===== src/rtl/dtx_pkg.sv =====
package dtx_pkg;
   localparam int NCH = 2;

   typedef enum logic [3:0] {
      RG_CTRL  = 4'd0,
      RG_MODE  = 4'd1,
      RG_SEL   = 4'd2,
      RG_DATA  = 4'd3,
      RG_LEN0  = 4'd4,
      RG_LEN1  = 4'd5,
      RG_GO0   = 4'd6,
      RG_GO1   = 4'd7,
      RG_IEN   = 4'd8,
      RG_ISTAT = 4'd9
   } reg_idx_e;

   localparam int CTRL_SRST_BIT = 0;
   localparam int CTRL_TXEN_BIT = 1;
endpackage


===== src/rtl/dtx_byte_fifo.sv =====
module dtx_byte_fifo #(
   parameter int DEPTH = 64,
   parameter int LW    = $clog2(DEPTH + 1)
) (
   input  logic          clk,
   input  logic          rst_n,
   input  logic          flush,
   input  logic          push,
   input  logic [31:0]   push_word,
   input  logic          pop,
   output logic [7:0]    head,
   output logic [LW-1:0] count
);
   localparam int PW = $clog2(DEPTH);

   if (DEPTH < 4 || (DEPTH & (DEPTH - 1)) != 0) begin : g_bad_depth
      $error("dtx_byte_fifo: DEPTH must be a power of two and at least 4");
   end
   if (LW != $clog2(DEPTH + 1)) begin : g_bad_lw
      $error("dtx_byte_fifo: LW does not match DEPTH");
   end

   logic [7:0]    mem [DEPTH];
   logic [PW-1:0] wp_q, rp_q;
   logic [LW-1:0] cnt_q;
   logic          push_ok;

   assign push_ok = push && !flush && (cnt_q <= LW'(DEPTH - 4));
   assign head    = mem[rp_q];
   assign count   = cnt_q;

   always_ff @(posedge clk or negedge rst_n) begin
      if (!rst_n) begin
         wp_q  <= '0;
         rp_q  <= '0;
         cnt_q <= '0;
      end else if (flush) begin
         wp_q  <= '0;
         rp_q  <= '0;
         cnt_q <= '0;
      end else begin
         if (push_ok) wp_q <= wp_q + PW'(4);
         if (pop)     rp_q <= rp_q + PW'(1);
         cnt_q <= cnt_q + (push_ok ? LW'(4) : LW'(0)) - (pop ? LW'(1) : LW'(0));
      end
   end

   always_ff @(posedge clk) begin
      if (push_ok) begin
         for (int i = 0; i < 4; i++) begin
            mem[wp_q + PW'(i)] <= push_word[8*i +: 8];
         end
      end
   end

   assert_count_bound_R1: assert property (@(posedge clk) disable iff (!rst_n)
      cnt_q <= LW'(DEPTH));

   assert_drop_when_full_R1: assert property (@(posedge clk) disable iff (!rst_n)
      (push && !flush && cnt_q > LW'(DEPTH - 4))
      |=> cnt_q == $past(cnt_q) - ($past(pop) ? LW'(1) : LW'(0)));

   assert_push_adds_four_R1: assert property (@(posedge clk) disable iff (!rst_n)
      (push && !flush && !pop && cnt_q <= LW'(DEPTH - 4))
      |=> cnt_q == $past(cnt_q) + LW'(4));
endmodule


===== src/rtl/dtx_launcher.sv =====
module dtx_launcher #(
   parameter int LW = 7
) (
   input  logic                clk,
   input  logic                rst_n,
   input  logic                abort,
   input  logic [1:0]          go,
   input  logic [1:0][LW-1:0]  len,
   input  logic [1:0][LW-1:0]  cnt,
   input  logic [1:0][7:0]     head,
   input  logic                tx_ready,
   output logic                tx_valid,
   output logic [7:0]          tx_data,
   output logic                tx_last,
   output logic [1:0]          pop,
   output logic [1:0]          done
);
   logic [1:0][LW-1:0] eff;
   logic [1:0]         can_go;
   logic               busy_q;
   logic               ch_q;
   logic [LW-1:0]      rem_q;
   logic               start, start_ch, xfer;

   for (genvar c = 0; c < 2; c++) begin : g_ch
      assign eff[c]    = (len[c] < cnt[c]) ? len[c] : cnt[c];
      assign can_go[c] = go[c] && (eff[c] != '0);
      assign pop[c]    = xfer && (ch_q == 1'(c));
      assign done[c]   = pop[c] && (rem_q == LW'(1));
   end

   assign start    = !busy_q && (|can_go);
   assign start_ch = can_go[0] ? 1'b0 : 1'b1;
   assign xfer     = busy_q && tx_ready;
   assign tx_valid = busy_q;
   assign tx_data  = head[ch_q];
   assign tx_last  = busy_q && (rem_q == LW'(1));

   always_ff @(posedge clk or negedge rst_n) begin
      if (!rst_n) begin
         busy_q <= 1'b0;
         ch_q   <= 1'b0;
         rem_q  <= '0;
      end else if (abort) begin
         busy_q <= 1'b0;
         ch_q   <= 1'b0;
         rem_q  <= '0;
      end else if (start) begin
         busy_q <= 1'b1;
         ch_q   <= start_ch;
         rem_q  <= eff[start_ch];
      end else if (xfer) begin
         rem_q <= rem_q - LW'(1);
         if (rem_q == LW'(1)) busy_q <= 1'b0;
      end
   end

   assert_hold_stalled_R9: assert property (@(posedge clk) disable iff (!rst_n || abort)
      (busy_q && !tx_ready) |=> (tx_valid && $stable(tx_data) && $stable(tx_last)));

   assert_busy_nonzero_R5: assert property (@(posedge clk) disable iff (!rst_n)
      busy_q |-> rem_q != '0);

   assert_go_while_busy_R9: assert property (@(posedge clk) disable iff (!rst_n || abort)
      (busy_q && (|go) && !(|done))
      |=> busy_q && $stable(ch_q) && rem_q == $past(rem_q) - ($past(xfer) ? LW'(1) : LW'(0)));
endmodule


===== src/rtl/dtx_fifo_ctrl.sv =====
module dtx_fifo_ctrl
   import dtx_pkg::*;
#(
   parameter int FIFO_BYTES = 64
) (
   input  logic        clk,
   input  logic        rst_n,
   input  logic        wr_en,
   input  logic [3:0]  wr_addr,
   input  logic [31:0] wr_data,
   input  logic [3:0]  rd_addr,
   output logic [31:0] rd_data,
   output logic [7:0]  tx_data,
   output logic        tx_valid,
   output logic        tx_last,
   input  logic        tx_ready,
   output logic        irq
);
   localparam int LW = $clog2(FIFO_BYTES + 1);

   logic [31:0]         ctrl_q, mode_q;
   logic                sel_q;
   logic [1:0][LW-1:0]  len_q;
   logic [1:0]          ien_q, ist_q;
   logic [1:0][LW-1:0]  cnt;
   logic [1:0][7:0]     head;
   logic [1:0]          go, pop, done, push, flush;
   logic                srst;
   logic [LW-1:0]       len_wval;

   assign srst     = wr_en && (wr_addr == RG_CTRL) && wr_data[CTRL_SRST_BIT];
   assign len_wval = (wr_data > 32'(FIFO_BYTES)) ? LW'(FIFO_BYTES) : wr_data[LW-1:0];

   for (genvar c = 0; c < NCH; c++) begin : g_q
      assign push[c]  = wr_en && (wr_addr == RG_DATA) && (sel_q == 1'(c));
      assign flush[c] = srst || done[c];
      assign go[c]    = wr_en && (wr_addr == 4'(RG_GO0 + c)) && wr_data[0]
                        && ctrl_q[CTRL_TXEN_BIT];

      dtx_byte_fifo #(.DEPTH(FIFO_BYTES), .LW(LW)) u_fifo (
         .clk       (clk),
         .rst_n     (rst_n),
         .flush     (flush[c]),
         .push      (push[c]),
         .push_word (wr_data),
         .pop       (pop[c]),
         .head      (head[c]),
         .count     (cnt[c])
      );

      always_ff @(posedge clk or negedge rst_n) begin
         if (!rst_n)                                            len_q[c] <= '0;
         else if (srst)                                         len_q[c] <= '0;
         else if (wr_en && wr_addr == 4'(RG_LEN0 + c))          len_q[c] <= len_wval;
         else if (done[c])                                      len_q[c] <= '0;
      end

      assert_len_clamped_R3: assert property (@(posedge clk) disable iff (!rst_n)
         len_q[c] <= LW'(FIFO_BYTES));

      assert_done_flags_R6: assert property (@(posedge clk) disable iff (!rst_n || srst)
         done[c] |=> ist_q[c] && cnt[c] == '0);
   end

   dtx_launcher #(.LW(LW)) u_launch (
      .clk      (clk),
      .rst_n    (rst_n),
      .abort    (srst),
      .go       (go),
      .len      (len_q),
      .cnt      (cnt),
      .head     (head),
      .tx_ready (tx_ready),
      .tx_valid (tx_valid),
      .tx_data  (tx_data),
      .tx_last  (tx_last),
      .pop      (pop),
      .done     (done)
   );

   always_ff @(posedge clk or negedge rst_n) begin
      if (!rst_n) begin
         ctrl_q <= '0;
         mode_q <= '0;
         sel_q  <= 1'b0;
         ien_q  <= '0;
         ist_q  <= '0;
      end else if (srst) begin
         ctrl_q <= wr_data & ~(32'd1 << CTRL_SRST_BIT);
         mode_q <= '0;
         sel_q  <= 1'b0;
         ien_q  <= '0;
         ist_q  <= '0;
      end else begin
         if (wr_en && wr_addr == RG_CTRL) ctrl_q <= wr_data;
         if (wr_en && wr_addr == RG_MODE) mode_q <= wr_data;
         if (wr_en && wr_addr == RG_SEL)  sel_q  <= (wr_data < 32'd2) ? wr_data[0] : 1'b0;
         if (wr_en && wr_addr == RG_IEN)  ien_q  <= wr_data[1:0];
         ist_q <= (ist_q & ~((wr_en && wr_addr == RG_ISTAT) ? wr_data[1:0] : 2'b00)) | done;
      end
   end

   assign irq = |(ist_q & ien_q);

   always_comb begin
      case (rd_addr)
         RG_CTRL:  rd_data = ctrl_q;
         RG_MODE:  rd_data = mode_q;
         RG_SEL:   rd_data = {31'd0, sel_q};
         RG_LEN0:  rd_data = 32'(len_q[0]);
         RG_LEN1:  rd_data = 32'(len_q[1]);
         RG_IEN:   rd_data = {30'd0, ien_q};
         RG_ISTAT: rd_data = {30'd0, ist_q};
         default:  rd_data = '0;
      endcase
   end

   assert_sel_fold_R2: assert property (@(posedge clk) disable iff (!rst_n)
      (wr_en && wr_addr == RG_SEL && wr_data >= 32'd2) |=> sel_q == 1'b0);

   assert_soft_reset_R8: assert property (@(posedge clk) disable iff (!rst_n)
      srst |=> (ist_q == '0 && ien_q == '0 && !sel_q && !tx_valid && mode_q == '0));

   assert_w1c_R7: assert property (@(posedge clk) disable iff (!rst_n || srst)
      (wr_en && wr_addr == RG_ISTAT && done == '0)
      |=> (ist_q & $past(wr_data[1:0])) == 2'b00);

   assert_no_start_disabled_R4: assert property (@(posedge clk) disable iff (!rst_n)
      (!tx_valid && !ctrl_q[CTRL_TXEN_BIT]) |=> !tx_valid);
endmodule


===== config.mk =====
export PLATFORM = sky130hd
export DESIGN_NAME = dtx_fifo_ctrl
export DESIGN_NICKNAME = d
export VERILOG_FILES = /design/src/rtl/dtx_pkg.sv /design/src/rtl/dtx_byte_fifo.sv /design/src/rtl/dtx_launcher.sv /design/src/rtl/dtx_fifo_ctrl.sv
export SDC_FILE = /design/constraint.sdc
export NUM_CORES = 2
export LEC_CHECK = 0
export BUFFER_PORTS_ARGS = -buffer_cell sky130_fd_sc_hd__clkbuf_2
export CAP_MARGIN = 25
export CORE_MARGIN = 1.5
export CORE_UTILIZATION = 42
export DETAILED_ROUTE_END_ITERATION = 12
export GPL_TIMING_DRIVEN = 0
export PLACE_DENSITY = 0.58
export RECOVER_POWER = 25
export SETUP_SLACK_MARGIN = 0.02
export SLEW_MARGIN = 20
export SYNTH_ARGS = -nofsm -noshare
export SYNTH_HDL_FRONTEND = slang
export SYNTH_SLANG_ARGS = --single-unit

===== constraint.sdc =====
create_clock -name clk -period 3.3 [get_ports clk]
set_input_delay 0.495 -clock clk [delete_from_list [all_inputs] [get_ports clk]]
set_output_delay 0.495 -clock clk [all_outputs]
set_load 0.02 [all_outputs]

==> results by group <==
Routing
  • Vias per std cell: 6.304
  • Detail Route Antenna Nets: 0
  • Post-Route WL: 220300 µm
  • WL per Instance: 34.76 µm
  • Detailed router's first-iteration violation count: 6589
  • Detailed Routing Iterations Pass 1: 6
  • Vias: 39960
  • Drc violations: 0

Worst setup path
  • Delay-heaviest family, CP: buffers and inverters
  • FF-to-FF Start: u_launch.ch_q
  • Setup CP Type: flop to output pin
  • Arr. time, crit path: 3.60 ns
  • CP cell instances: buf_6, buf_12, buf_8, buf_12, mux4_2, a22oi_2, nand2_2, a21oi_4, nand4_1, clkbuf_8
  • Worst flop-to-flop path endpoint: g_q[0].u_fifo.mem[39][2]
  • Worst Path Buf+Inv: 5
  • CP dominant cell by count: buf_12
  • Startpoint types: flop
  • R2r setup slk: -0.59 ns
  • CP max-delay cell: mux4_2
  • Data required, critical path: 2.80 ns
  • Largest stage delay, worst path: 0.56 ns
  • R2R cell count: 10
  • Peak fanout along the critical path: 8
  • Setup crit end kind: output pin

Run status
  • Failing checks: capacitance limit, slew limit, setup timing
  • Outcome: finished, violations left

Yosys
  • Mapped Area: 56170 µm²
  • Mapped Cells: 4170
  • Yosys top cell by area: edfxtp_1
  • Average instance area after synthesis: 13.47 µm²
  • Commonest cells in the synthesized netlist: edfxtp_1 (1024), a21o_1 (557), clkbuf_1 (481)
  • Most common cell in the netlist: edfxtp_1
  • Predominant post-synthesis flop cell: edfxtp_1
  • Async SR Flop Fraction: 0.1096
  • YS warnings: 0
  • Yosys cell types: 68
  • Register area share after synthesis: 0.6036
  • Mapped Nets: 4254
  • Post-synth EDFFs: 1024
  • Register bit total from synthesis: 1150
  • Synth area leaders: edfxtp_1 (55%), mux4_2 (11%), a21o_1 (7.4%)
  • Share of the synthesized area in the top cell type: 0.5474

Clocking
  • Number of H-tree levels: 3
  • CTS Buf Count: 118
  • CTS tree: built
  • CTS root buf: clkbuf_16
  • Skew-Pair Late Insertion Delay: 0.77 ns
  • Longest Clk Path Bufs: 3
  • Clock slew seen by the registers of the worst setup and hold paths: 0.07 ns
  • Clock Sink Count: 1150

Place
  • DP HPWL: 151000 µm
  • Final Wtd Congestion: 0.9773
  • Placed inst area: 59400 µm²
  • Port bufs: 59
  • Placement Setup Slack: -1.780 ns

Min path
  • Min-delay src: tx_ready
  • Hold path endpoint: u_launch.tx_valid
  • WHS Path Cells: 4
  • Worst Hold Class: input pin to flop

Cells and area
  • Post-layout utilization of the core: 0.4939
  • Layout net count: 4541
  • Share of layout cells above drive strength 1: 0.2552
  • Final instance area: 65750 µm²
  • Layout area overhead: 17.06%

Timing
  • Min Tclk post-route: 4.091 ns
  • Final Skew: 0.02913 ns
  • Final worst slack: -0.7909 ns
  • Max Freq: 244.4 MHz
  • RSZ-0062 raised after global routing: yes
  • Final setup viols: 1762
  • Max Transition Viols Final: 128
  • Slew margin rel.: -0.3775
  • Least-Margin Pin Slew: 2.066 ns
  • Fin crit share: 1.240
  • Fin. Hold Viols: 0

Die
  • Initial core utilization: 0.4219
  • Die height: 368.7 µm
  • CORE AREA: 133100 µm²
  • Row Count: 134
  • Chip Width: 368.7 µm
  • I/O pin cnt: 87
  • Total die area: 135900 µm²

Job
  • Max-cap violations: 6

Pwr
  • Pleak: 24.91 nW
  • Power Density: 604.4 nW/µm²
  • Total chip power: 0.03974 W
  • VDD IR-drop max: 0.0006635 V

Global routing
  • Gr ovfl total: 0
  • Antenna violations before repair: 21
  • GRT Util Overall: 0.3208
  • First-pass GRT wire length: 300100 µm
  • Pin count of the biggest net entering global routing: 74
  • Vias in the first global route: 38020
-- worst min-delay path, stage by stage --
cell      delay, ns
clkbuf_2       0.17
nand2_1        0.09
nand3_1        0.07
nand2_1        0.06
-- registers in the layout, summed over array words and instances (netlist names) --
register / count
mode_q: 32
u_launch.tx_valid: 1
len_q: 14
ist_q: 2
g_q.u_fifo.rp_q: 12
u_launch.ch_q: 1
u_launch.rem_q: 7
sel_q: 1
g_q.u_fifo.count: 14
g_q.u_fifo.mem: 1024
ien_q: 2
g_q.u_fifo.wp_q: 8
ctrl_q: 32
-- layout by cell type (no fill, tap or decap), types with 15 or more instances in the layout --
cell       instances
a21o_1           557
a21oi_1           75
inv_1             47
buf_12            22
clkinv_1          27
clkbuf_4          15
buf_6             53
nor2b_1          172
xor2_1            15
mux2_2           112
clkbuf_8          15
nor2_2            20
nor2_1            91
a22oi_2           36
nand2b_1          17
clkbuf_1         451
buf_2             74
buf_1             29
ha_1              36
a22oi_1           47
o21ai_0           16
nand3_1           34
nand2_1          413
nor2_4            71
nor3_2            15
mux2_1            22
buf_4             65
edfxtp_1        1024
clkbuf_2          93
mux2i_1           33
clkbuf_16        121
a22o_1            38
and3_1            23
dfrtp_1          119
clkinv_2          29
buf_8             18
mux4_2           270
-- logic make-up (layout without fill, tap and decap cells) --
group                    after synthesis  after routing  share of synthesized area
flip-flops                          1150           1150                     0.6036
AND/OR/NAND/NOR                      969            969                    0.08189
AO/OA/AOI/OAI                        839            839                     0.1082
buffers and inverters                708           1099                    0.05186
multiplexers                         440            440                     0.1415
adder cells (fa/ha/maj)               40             40                   0.009178
XOR/XNOR                              24             24                   0.003742
other                                  0             10                          0
-- layout make-up --
class	instances	area [µm²]
fillers	11630	67370
flip-flops and latches	1150	33910
multi-input cells	2312	20650
plain buffers	651	3312
clock buffers	141	3090
well taps	1768	2212
repair buffers	173	1556
clock inverters	83	774.5
inverters	51	212.7
diodes	10	25.02
-- where the power goes --
group	total, W	switching [W]	internal [W]	leakage [nW]
clock network	0.0138	0.00615	0.00762	1.89
logic	0.00941	0.00552	0.00389	12.2
registers	0.0166	0.000341	0.0162	10.8
-- what timing repair did --
action                                  4_1_cts  5_1_grt
hold endpoints to repair                     72        0
endpoints found under the setup margin     1840      429
buffers inserted                             42       22
cloned                                        3        0
resized for setup                           473       82
pin swaps                                    43       36
hold buffers                                  1        0
-- stage by stage --
stage | setup TNS (ns) | hold WS, ns | std cells
floorplan | 0 | 0.1994 | 4170
global placement | -1749.47 | 0.4856 | 5997
detailed placement | -1453.13 | 0.4932 | 6038
CTS | -5.408 | 0.1082 | 6303
global route | -597.95 | 0.1846 | 6330
finish | -551.69 | 0.1703 | 6339
-- metal layers --
metal	routed length (µm)	vias to the layer above	global-route usage
met5	80	-	0
li1	-	15940	-
met2	98270	2915	0.4872
met1	81380	20520	0.4309
met4	12100	12	0.1584
met3	28500	572	0.07844
-- worst max-delay path by stage --
stage | start | end | cells past startpoint | slack [ns]
after floorplan | wr_addr[0] | g_q[0].u_fifo.count[6] | 15 | 0.02
after global placement | g_q[1].u_fifo.rp_q[1] | tx_data[1] | 9 | -1.95
after detailed placement | g_q[1].u_fifo.rp_q[1] | tx_data[6] | 9 | -1.78
after CTS | g_q[1].u_fifo.rp_q[0] | tx_data[2] | 9 | -0.67
after global routing | g_q[0].u_fifo.rp_q[0] | tx_data[2] | 8 | -0.67
final | g_q[1].u_fifo.rp_q[0] | tx_data[4] | 10 | -0.79
(Power assumes the default switching activity.)
